==> src/rtl/seg_addr_pkg.sv <==
package seg_addr_pkg;
  localparam int SEG_W   = 16;
  localparam int NUM_SEG = 4;
  localparam int SEL_W   = $clog2(NUM_SEG);

  typedef enum logic [1:0] {
    SEG_EXTRA = 2'd0,
    SEG_CODE  = 2'd1,
    SEG_STACK = 2'd2,
    SEG_DATA  = 2'd3
  } seg_id_e;

  typedef enum logic [1:0] {
    ACC_FETCH  = 2'd0,
    ACC_STACK  = 2'd1,
    ACC_DATA   = 2'd2,
    ACC_STRDST = 2'd3
  } acc_kind_e;

  typedef enum logic [2:0] {
    BASE_DISP = 3'd0,
    BASE_BX   = 3'd1,
    BASE_SI   = 3'd2,
    BASE_DI   = 3'd3,
    BASE_BP   = 3'd4,
    BASE_SP   = 3'd5,
    BASE_IP   = 3'd6,
    BASE_NONE = 3'd7
  } base_src_e;
endpackage

==> src/rtl/seg_regfile.sv <==
module seg_regfile #(
  parameter int SEG_W    = 16,
  parameter int NUM_SEG  = 4,
  parameter int CODE_IDX = 1,
  localparam int SEL_W   = $clog2(NUM_SEG)
) (
  input  logic                              clk,
  input  logic                              rst,
  input  logic                              wr_en,
  input  logic [SEL_W-1:0]                  wr_sel,
  input  logic [SEG_W-1:0]                  wr_data,
  output logic [NUM_SEG-1:0][SEG_W-1:0]     seg_q
);
  for (genvar g = 0; g < NUM_SEG; g++) begin : g_seg
    localparam logic [SEG_W-1:0] RST_VAL = (g == CODE_IDX) ? {SEG_W{1'b1}} : '0;
    always_ff @(posedge clk) begin
      if (rst) begin
        seg_q[g] <= RST_VAL;
      end else if (wr_en && (wr_sel == SEL_W'(g))) begin
        seg_q[g] <= wr_data;
      end
    end
  end
endmodule

==> src/rtl/seg_select.sv <==
module seg_select
  import seg_addr_pkg::*;
(
  input  logic [1:0]       kind,
  input  logic [2:0]       base,
  output logic [SEL_W-1:0] seg_idx
);
  always_comb begin
    unique case (acc_kind_e'(kind))
      ACC_FETCH:  seg_idx = SEG_CODE;
      ACC_STACK:  seg_idx = SEG_STACK;
      ACC_STRDST: seg_idx = SEG_EXTRA;
      default: begin
        if (base == BASE_BP || base == BASE_SP) seg_idx = SEG_STACK;
        else                                    seg_idx = SEG_DATA;
      end
    endcase
  end
endmodule

==> src/rtl/addr_adder.sv <==
module addr_adder #(
  parameter int SEG_W  = 16,
  parameter int OFF_W  = 16,
  parameter int SHIFT  = 4,
  localparam int ADDR_W = SEG_W + SHIFT
) (
  input  logic              clk,
  input  logic              rst,
  input  logic              in_valid,
  input  logic [SEG_W-1:0]  seg,
  input  logic [OFF_W-1:0]  off,
  output logic              out_valid,
  output logic [ADDR_W-1:0] out_addr
);
  logic [ADDR_W-1:0] base_shifted;
  logic [ADDR_W-1:0] off_ext;
  logic [ADDR_W-1:0] sum;

  assign base_shifted = {seg, {SHIFT{1'b0}}};
  assign off_ext      = ADDR_W'(off);
  assign sum          = base_shifted + off_ext;

  always_ff @(posedge clk) begin
    if (rst) begin
      out_valid <= 1'b0;
      out_addr  <= '0;
    end else begin
      out_valid <= in_valid;
      if (in_valid) out_addr <= sum;
    end
  end
endmodule

==> src/rtl/seg_addr_gen.sv <==
module seg_addr_gen
  import seg_addr_pkg::*;
#(
  parameter int OFF_W  = 16,
  parameter int SHIFT  = 4,
  localparam int ADDR_W = SEG_W + SHIFT
) (
  input  logic              clk,
  input  logic              rst,
  input  logic              seg_wr_en,
  input  logic [1:0]        seg_wr_sel,
  input  logic [15:0]       seg_wr_data,
  input  logic              req_valid,
  input  logic [1:0]        req_kind,
  input  logic [2:0]        req_base,
  input  logic [OFF_W-1:0]  req_offset,
  output logic              addr_valid,
  output logic [ADDR_W-1:0] phys_addr
);
  logic [NUM_SEG-1:0][SEG_W-1:0] seg_q;
  logic [SEL_W-1:0]              seg_idx;

  seg_regfile #(
    .SEG_W   (SEG_W),
    .NUM_SEG (NUM_SEG),
    .CODE_IDX(int'(SEG_CODE))
  ) u_regs (
    .clk    (clk),
    .rst    (rst),
    .wr_en  (seg_wr_en),
    .wr_sel (seg_wr_sel),
    .wr_data(seg_wr_data),
    .seg_q  (seg_q)
  );

  seg_select u_sel (
    .kind   (req_kind),
    .base   (req_base),
    .seg_idx(seg_idx)
  );

  addr_adder #(
    .SEG_W(SEG_W),
    .OFF_W(OFF_W),
    .SHIFT(SHIFT)
  ) u_add (
    .clk      (clk),
    .rst      (rst),
    .in_valid (req_valid),
    .seg      (seg_q[seg_idx]),
    .off      (req_offset),
    .out_valid(addr_valid),
    .out_addr (phys_addr)
  );
endmodule

==> config.mk <==
export PLATFORM = sky130hd
export DESIGN_NAME = seg_addr_gen
export DESIGN_NICKNAME = d
export VERILOG_FILES = /design/src/rtl/seg_addr_pkg.sv /design/src/rtl/seg_regfile.sv /design/src/rtl/seg_select.sv /design/src/rtl/addr_adder.sv /design/src/rtl/seg_addr_gen.sv
export SDC_FILE = /design/constraint.sdc
export NUM_CORES = 1
export LEC_CHECK = 0
export ABC_AREA = 1
export CORE_AREA = 5 5 108 110
export CTS_CLUSTER_DIAMETER = 30
export DETAILED_ROUTE_END_ITERATION = 8
export DIE_AREA = 0 0 113 115
export GPL_ROUTABILITY_DRIVEN = 1
export HOLD_SLACK_MARGIN = 0.05
export PLACE_DENSITY = 0.71
export SLEW_MARGIN = 20
export SYNTH_ARGS = -nofsm -noshare
export SYNTH_HDL_FRONTEND = slang
export SYNTH_HIERARCHICAL = 1
export SYNTH_SLANG_ARGS = --single-unit
==> constraint.sdc <==
create_clock -name clk -period 2.6 [get_ports clk]
set_input_delay 0.52 -clock clk [delete_from_list [all_inputs] [get_ports clk]]
set_output_delay 0.52 -clock clk [all_outputs]
set_load 0.02 [all_outputs]
==> summary.txt, run 1 <==
Die
  • # rows: 38
  • I/O Pins: 64
  • Chip height: 115 microns
  • Overall die width: 113 microns
  • Core area: 0.0106 sq mm
  • Starting density of the core: 48.2%
  • Die area: 0.0130 sq mm

Setup path
  • Critical Path Max Stage Delay: 0.35 ns
  • Worst r2r src: u_regs/seg_q[48]
  • Critical path startpoint: req_kind[0]
  • CP Max Fanout: 7
  • Worst reg2reg path depth: 15
  • Crit Path Class: input pin to flop
  • CP top delay family: simple AND/OR/NAND/NOR gates
  • Reg-to-reg endpoint: u_add/out_addr[12]
  • CP most frequent cell: nand2_2
  • CP endpoint: u_add/out_addr[12]
  • WP buf/inv: 6
  • Worst setup EP type: flop
  • CP max-delay cell: fa_2
  • Crit-path cells: clkdlybuf4s15_1, inv_2, ha_4, inv_4, nand2_4, nand2_8, clkinv_8, buf_6, nand2_4, nand3_2, nand2_1, ha_2, fa_2, nand2_2, nand2_2, and2_4, nand2_2, nand2_2, xnor2_1, nand2_1, nand2_1, inv_1
  • WP data required: 2.87 ns
  • Crit path DAT: 2.74 ns
  • Crit path depth: 22
  • CP startpoint kind: input pin
  • Reg-to-reg slack, setup: 0.71 ns

Synthesis
  • Synth warn: 6
  • Syn Inst Count: 848
  • Avg Inst Size Synth: 6.03 sq um
  • Flops & latches, synth: 85
  • Sequential area share after synthesis: 33.3%
  • Syn nets: 906
  • Main area contributors after synthesis: dfxtp_1, nand2_1, inv_1, nor2_1, nand3_1
  • Cell area after synthesis: 0.00511 sq mm
  • Synth area leader: dfxtp_1
  • Distinct cell type count of the synthesized netlist: 30
  • Yosys top cell area share: 33.3%

Timing
  • Final period utilization: 95.0%
  • Final setup viols: 0
  • Slew headroom: 65.9%
  • Fmax: 405 MHz
  • RSZ-0062 raised after global routing: false
  • Number of hold violations in the final report: 0
  • Min Clock Period, post-route: 2.47 ns
  • Worst-margin pin slew: 0.510 ns
  • Slew Viols, Final: 0
  • Worst Skew: 0.00503 ns

Clock network
  • Clock root buffer: clkbuf_8
  • CTS max path bufs: 2
  • Clock Latency Late Sink: 0.36 ns
  • Clock transition at the registers of the reported paths: 0.08 ns
  • CTS Sinks: 85
  • CTS tree: done
  • Total CTS buffers: 9
  • H-tree depth: 3

Global routing
  • Pin count of the biggest net entering global routing: 54
  • First-pass GRT wire length: 22800 microns
  • Remaining Overflow, GRT: 0
  • Tot GR Track Use: 21.4%
  • Initial antenna violation count: 0
  • Vias in the first global route: 4809

Layout
  • Commonest non-fill, non-tap cell in the layout: nand2_1
  • Fin cells: 1073
  • Most frequent cells in the layout: nand2_1, inv_1, nor2_1
  • Final instance area: 0.00676 sq mm
  • End-of-flow core utilization: 63.7%
  • Final #Nets: 986
  • Fill cell count: 985
  • N_diodes: 0
  • Share of layout cells above drive strength 1: 17.5%
  • Synth-to-Final Area Change: 32.2%

Route
  • Wirelength, routed: 13500 microns
  • Routed Antenna Nets: 0
  • DRT Pass-1 Iters: 5
  • Via count: 5127
  • Starting DRT DRC Count: 414
  • DR DRC count: 0
  • Via-to-Cell Ratio: 4.78
  • WL per Instance: 12.6 microns

Power
  • P_int: 2.36 mW
  • Maximum vdd drop: 0.289 mV
  • Sequential Power Share: 39.9%
  • Comb power frac: 35.8%
  • Pwr Density: 529 mW/mm^2
  • P_leak: 3.53 nW
  • Net switching power: 1.22 mW
  • Clock share of power: 24.2%
  • Net Sw Frac: 34.1%

Placed design
  • Dpl hpwl: 8740 microns
  • PortBufs: 62
  • Placed cell count: 1045
  • Area after DPL: 0.00601 sq mm
  • Placer Congestion: 0.837

Status
  • Status: finished, final reports clean

Job
  • Max-Cap Viols: 0

Hold path
  • Worst hold path type: flop to flop
==> state kept, by name, summed over array words and instances, names as in the netlist <==
register and flops:
u_add/out_addr 20, u_add/out_valid 1, u_regs/seg_q 64
==> layer usage <==
metal	GRT usage, %	up-vias	wire length (microns)
li1	-	2696	-
met1	27.6	2264	6080
met2	37.0	147	6540
met3	3.26	20	713
met4	6.73	0	212
met5	0	-	0
==> power groups by stage <==
| stage | clock (mW) | sequential (mW) | combinational [mW] |
|---|---|---|---|
| 6_report | 0.867 | 1.43 | 1.28 |
| 5_1_grt | 0.946 | 1.44 | 1.42 |
| 4_1_cts | 0.892 | 1.43 | 1.16 |
| 3_5_place_dp | 0 | 1.46 | 1.04 |
| 3_3_place_gp | 0 | 1.46 | 1.03 |
| 2_1_floorplan | 0 | 1.50 | 0.633 |
==> area by class of cell <==
class                           instances  area (sq um)  share of cell area (%)
Timing Repair Buffer                  107          1090                    16.1
Multi-Input combinational cell        554          2960                    43.8
Clock inverter                          1          5.00                  0.0741
Clock buffer                           15           166                    2.46
Timing Repair inverter                  1          7.51                   0.111
Tap cell                              140           175                    2.59
Inverter                              170           653                    9.67
Sequential cell                        85          1700                    25.2
==> worst min-delay path by stage <==
stage	from	end	slack, ns	cells after the start
global placement	u_regs/seg_q[27]	u_regs/seg_q[27]	0.44	2
floorplan	u_regs/seg_q[16]	u_regs/seg_q[16]	0.43	2
global route	u_regs/seg_q[16]	u_regs/seg_q[16]	0.47	2
finish	u_regs/seg_q[19]	u_regs/seg_q[19]	0.46	2
CTS	u_regs/seg_q[28]	u_regs/seg_q[28]	0.46	2
detailed placement	u_regs/seg_q[28]	u_regs/seg_q[28]	0.44	2
==> metrics by stage <==
stage | hold slack (ns) | TNS, ns | setup slack [ns] | power [mW]
final | 0.462 | 0 | 0.131 | 3.58
after global routing | 0.474 | 0 | 0.00720 | 3.81
after CTS | 0.464 | 0 | 0.115 | 3.48
after detailed placement | 0.444 | -7.63 | -0.647 | 2.50
after global placement | 0.440 | -7.27 | -0.615 | 2.49
after floorplan | 0.429 | 0 | 0.00600 | 2.13
==> cell usage after synthesis <==
cell      instances
dfxtp_1          85
buf_4             6
buf_6             6
nand4_1          17
clkbuf_1          8
clkinv_1          2
nor3_1            1
inv_2             6
nor3_2            3
nor2_1          127
or2_1             2
xor2_1            2
o21ai_0          12
nand3_2           3
nand2_1         246
inv_1           161
nand2_2          10
fa_1              1
buf_2            15
xnor2_1           2
ha_1             14
a21oi_2           4
or2_4             1
buf_1             4
inv_4             1
nand3_1          85
and2_4            1
nor2_2            1
a21oi_1          20
o211ai_1          2
==> worst register-to-register path, delay by kind of cell (launching register included) <==
family                     cells  cell delay, ns
and+or+nand+nor               10            0.74
adders and majority gates      2            0.54
buffers and inverters          2            0.09
DFF                            1            0.33
xor gates and xnor gates       1            0.12
==> cell families (layout without fill, tap and decap cells) <==
kind of cell	after synthesis	after routing	synth area share [%]
AOI/OAI and AO/OA	38	38	4.11
xor gates and xnor gates	4	4	0.686
adders and majority gates	15	15	3.82
buffers and inverters	209	294	17.1
DFF	85	85	33.3
and+or+nand+nor	497	497	41.0
==> timing repair <==
action,in CTS,in global routing
cloned,3,1
endpoints found under the setup margin,12,11
pin swaps,19,36
gates resized for setup,51,61
hold buffers,0,0
buffers inserted,2,7
hold endpoints to repair,0,0
Note: power is estimated with default switching activity, not from simulation.
==> inputs of run 2 (changes only) <==
CORE_AREA = 5 5 107 109   (was 5 5 108 110)
CTS_CLUSTER_DIAMETER = not set   (was 30)
DIE_AREA = 0 0 112 114   (was 0 0 113 115)
PLACE_DENSITY = 0.72   (was 0.71)
==> run 2 against run 1 <==
Clock power grew 23%. First-iteration DRC count shrank 7.2%. Register-to-register slack gained 0.02 ns. Critical endpoint unchanged. Highest routed layer unchanged.
==> summary.txt, run 2 (synthesis gave the netlist of run 1 again) <==
Status
  • Status: finished, final reports clean

Clock network
  • Clock transition at the registers of the reported paths: 0.09 ns (about the same)
  • Clock Latency Late Sink: 0.37 ns (about the same)
  • Clock root buffer: clkbuf_8
  • Total CTS buffers: 9 (unchanged)
  • H-tree depth: 3 (unchanged)
  • CTS tree: done
  • CTS max path bufs: 2 (unchanged)
  • CTS Sinks: 85 (unchanged)

Timing
  • Worst Skew: 0.0147 ns (+0.00962 ns)
  • Worst-margin pin slew: 0.521 ns (+0.0115 ns)
  • Min Clock Period, post-route: 2.52 ns (+0.0461 ns)
  • Slew Viols, Final: 0 (unchanged)
  • Slew headroom: 65.1% (-0.77 points)
  • Sum Neg Setup Slack: 0 ns (unchanged)
  • Final period utilization: 96.7% (+1.8 points)
  • Number of hold violations in the final report: 0 (unchanged)
  • RSZ-0062 raised after global routing: true
  • Fmax: 398 MHz (-1.8%)
  • Hold WS: 0.464 ns (+0.00180 ns)
  • Final setup viols: 0 (unchanged)

Setup path
  • CP Max Fanout: 8 (+1)
  • Worst r2r src: u_regs/seg_q[16]
  • WP data required: 2.87 ns (about the same)
  • Worst setup EP type: flop
  • Reg-to-reg slack, setup: 0.73 ns (+0.02 ns)
  • Critical Path Max Stage Delay: 0.46 ns (+0.11 ns)
  • CP most frequent cell: nand2_2
  • CP startpoint kind: input pin
  • Worst reg2reg path depth: 15 (unchanged)
  • Crit-path cells: clkdlybuf4s50_1, inv_1, nand2_2, nand2_4, nand2_8, clkinv_8, buf_4, nand2_1, nand3_1, nand2_2, ha_4, or2_1, and2_4, nand2_2, nand2_2, xnor2_2, nand2_1, nand2_1, inv_1
  • Crit path DAT: 2.79 ns (+0.05 ns)
  • Reg-to-reg endpoint: u_add/out_addr[12]
  • CP max-delay cell: clkdlybuf4s50_1
  • Crit Path Class: input pin to flop

Route
  • DRT Pass-1 Iters: 5 (unchanged)
  • DR DRC count: 0 (unchanged)
  • Wirelength, routed: 13200 microns (-2.3%)
  • WL per Instance: 12.3 microns (-2.5%)
  • Via-to-Cell Ratio: 4.72 (-1.3%)
  • Via count: 5076 (-0.99%)
  • Starting DRT DRC Count: 384 (-7.2%)
  • Routed Antenna Nets: 0 (unchanged)

Power
  • P_leak: 3.50 nW (-0.79%)
  • Net switching power: 1.23 mW (+0.89%)
  • Net Sw Frac: 32.8% (-1.2 points)
  • Clock share of power: 28.7% (+4.5 points)
  • Pwr Density: 558 mW/mm^2 (+5.4%)
  • Sequential Power Share: 38.2% (-1.7 points)
  • Maximum vdd drop: 0.323 mV (+12%)
  • P_int: 2.51 mW (+6.7%)
  • Comb power frac: 33.1% (-2.7 points)

Die
  • I/O Pins: 64 (unchanged)
  • Starting density of the core: 48.6% (+0.44 points)
  • Core area: 0.0105 sq mm (-0.90%)
  • Overall die width: 112 microns (-0.88%)
  • # rows: 38 (unchanged)
  • Chip height: 114 microns (-0.87%)
  • Die area: 0.0128 sq mm (-1.7%)

Global routing
  • Vias in the first global route: 4634 (-3.6%)
  • Remaining Overflow, GRT: 0 (unchanged)
  • First-pass GRT wire length: 22100 microns (-3.0%)
  • Initial antenna violation count: 0 (unchanged)
  • Pin count of the biggest net entering global routing: 65 (+20%)
  • Tot GR Track Use: 20.9% (-0.58 points)

Hold path
  • Worst hold path type: flop to flop
  • Hold depth: 2 (unchanged)
  • Worst Hold Endpoint: u_regs/seg_q[27]
  • Hold_sp: u_regs/seg_q[27]

Placed design
  • Placed cell count: 1053 (+0.77%)
  • Dpl hpwl: 8450 microns (-3.4%)
  • Placer Congestion: 0.872 (+4.2%)
  • PortBufs: 62 (unchanged)

Layout
  • Largest regs: u_regs/seg_q x64, u_add/out_addr x20, u_add/out_valid x1
  • Most frequent cells in the layout: nand2_1, inv_1, nor2_1
  • Commonest non-fill, non-tap cell in the layout: nand2_1
  • Share of layout cells above drive strength 1: 17.3% (-0.16 points)
  • Synth-to-Final Area Change: 31.3%
  • Fin cells: 1076 (+0.28%)
  • N_diodes: 0 (unchanged)
  • Top reg by flops: u_regs/seg_q
  • Max FFs per register: 64 (unchanged)
  • Final #Nets: 989 (+0.30%)

Job
  • Max-Cap Viols: 0 (unchanged)
-- run 2: changes by cell type in the layout (fill, tap and decap cells not counted), sizes merged --
cell / before / now
buf: 44 / 49
clkbuf: 17 / 10
dlygate4sd2: 0 / 2
clkdlybuf4s15: 1 / 0
clkdlybuf4s50: 58 / 60
dlymetal6s2s: 2 / 0
clkinv: 4 / 6
bufinv: 0 / 2
-- run 2: timing repair --
item	4_1_cts	5_1_grt
setup buffers	3	4
cloned	1	0
gates resized for setup	30	50
hold endpoints to repair	0	0
hold buffers	0	0
pin swaps	17	27
endpoints found under the setup margin	13	11
-- run 2: how the worst max path moves through the flow --
stage / start / end / slack, ns / depth (start not counted)
4_1_cts: req_base[1] / u_add/out_addr[12] / 0.10 / 20
3_3_place_gp: req_kind[0] / u_add/out_addr[12] / -0.58 / 21
2_1_floorplan: req_kind[0] / u_add/out_addr[12] / 0.006 / 21
5_1_grt: req_base[1] / u_add/out_addr[12] / -0.05 / 20
3_5_place_dp: req_kind[0] / u_add/out_addr[19] / -0.60 / 21
6_report: req_base[1] / u_add/out_addr[12] / 0.08 / 19
-- run 2: power by group through the flow --
stage                     clock [mW]  combinational, mW  sequential [mW]
after floorplan                    0              0.633             1.50
after global placement             0               1.06             1.46
after detailed placement           0               1.06             1.46
after CTS                       1.09               1.13             1.43
after global routing            1.17               1.38             1.44
final                           1.07               1.24             1.43
-- run 2: final cells by class --
cell class | instances | area [sq um]
clock buffer | 10 | 138
clock inverter | 6 | 86.3
fill | 976 | 3800
inverter | 170 | 651
multi-input combinational | 554 | 2880
sequential | 85 | 1700
tap | 140 | 175
timing repair buffer | 111 | 1080
-- run 2: per-layer routing --
metal / share of wire, % / global-route usage [%]
met5: 0 / 0
met4: 1.5 / 6.49
met3: 4.9 / 3.40
met2: 47 / 35.0
met1: 47 / 27.7
-- run 2: critical path: cells and delay by family --
kind / cells / cell delay (ns)
fa+ha+maj: 1 / 0.22
simple gates: 12 / 1.14
buf+inv: 5 / 0.78
xor+xnor: 1 / 0.11
-- run 2: metrics by stage --
| stage | utilization, % | worst slack, ns | cell area, sq um | total power [mW] |
|---|---|---|---|---|
| global placement | 57.7 | -0.581 | 6070 | 2.51 |
| detailed placement | 57.7 | -0.600 | 6070 | 2.52 |
| CTS | 61.6 | 0.102 | 6480 | 3.65 |
| floorplan | - | 0.00600 | 5110 | 2.13 |
| global route | 63.8 | -0.0482 | 6710 | 3.99 |
| finish | 63.8 | 0.0845 | 6710 | 3.74 |
==> inputs of run 3 (changes only) <==
SLEW_MARGIN = not set   (was 20)
==> results of run 3 <==
The final DEF is identical to that of run 2; final timing and power are the same.
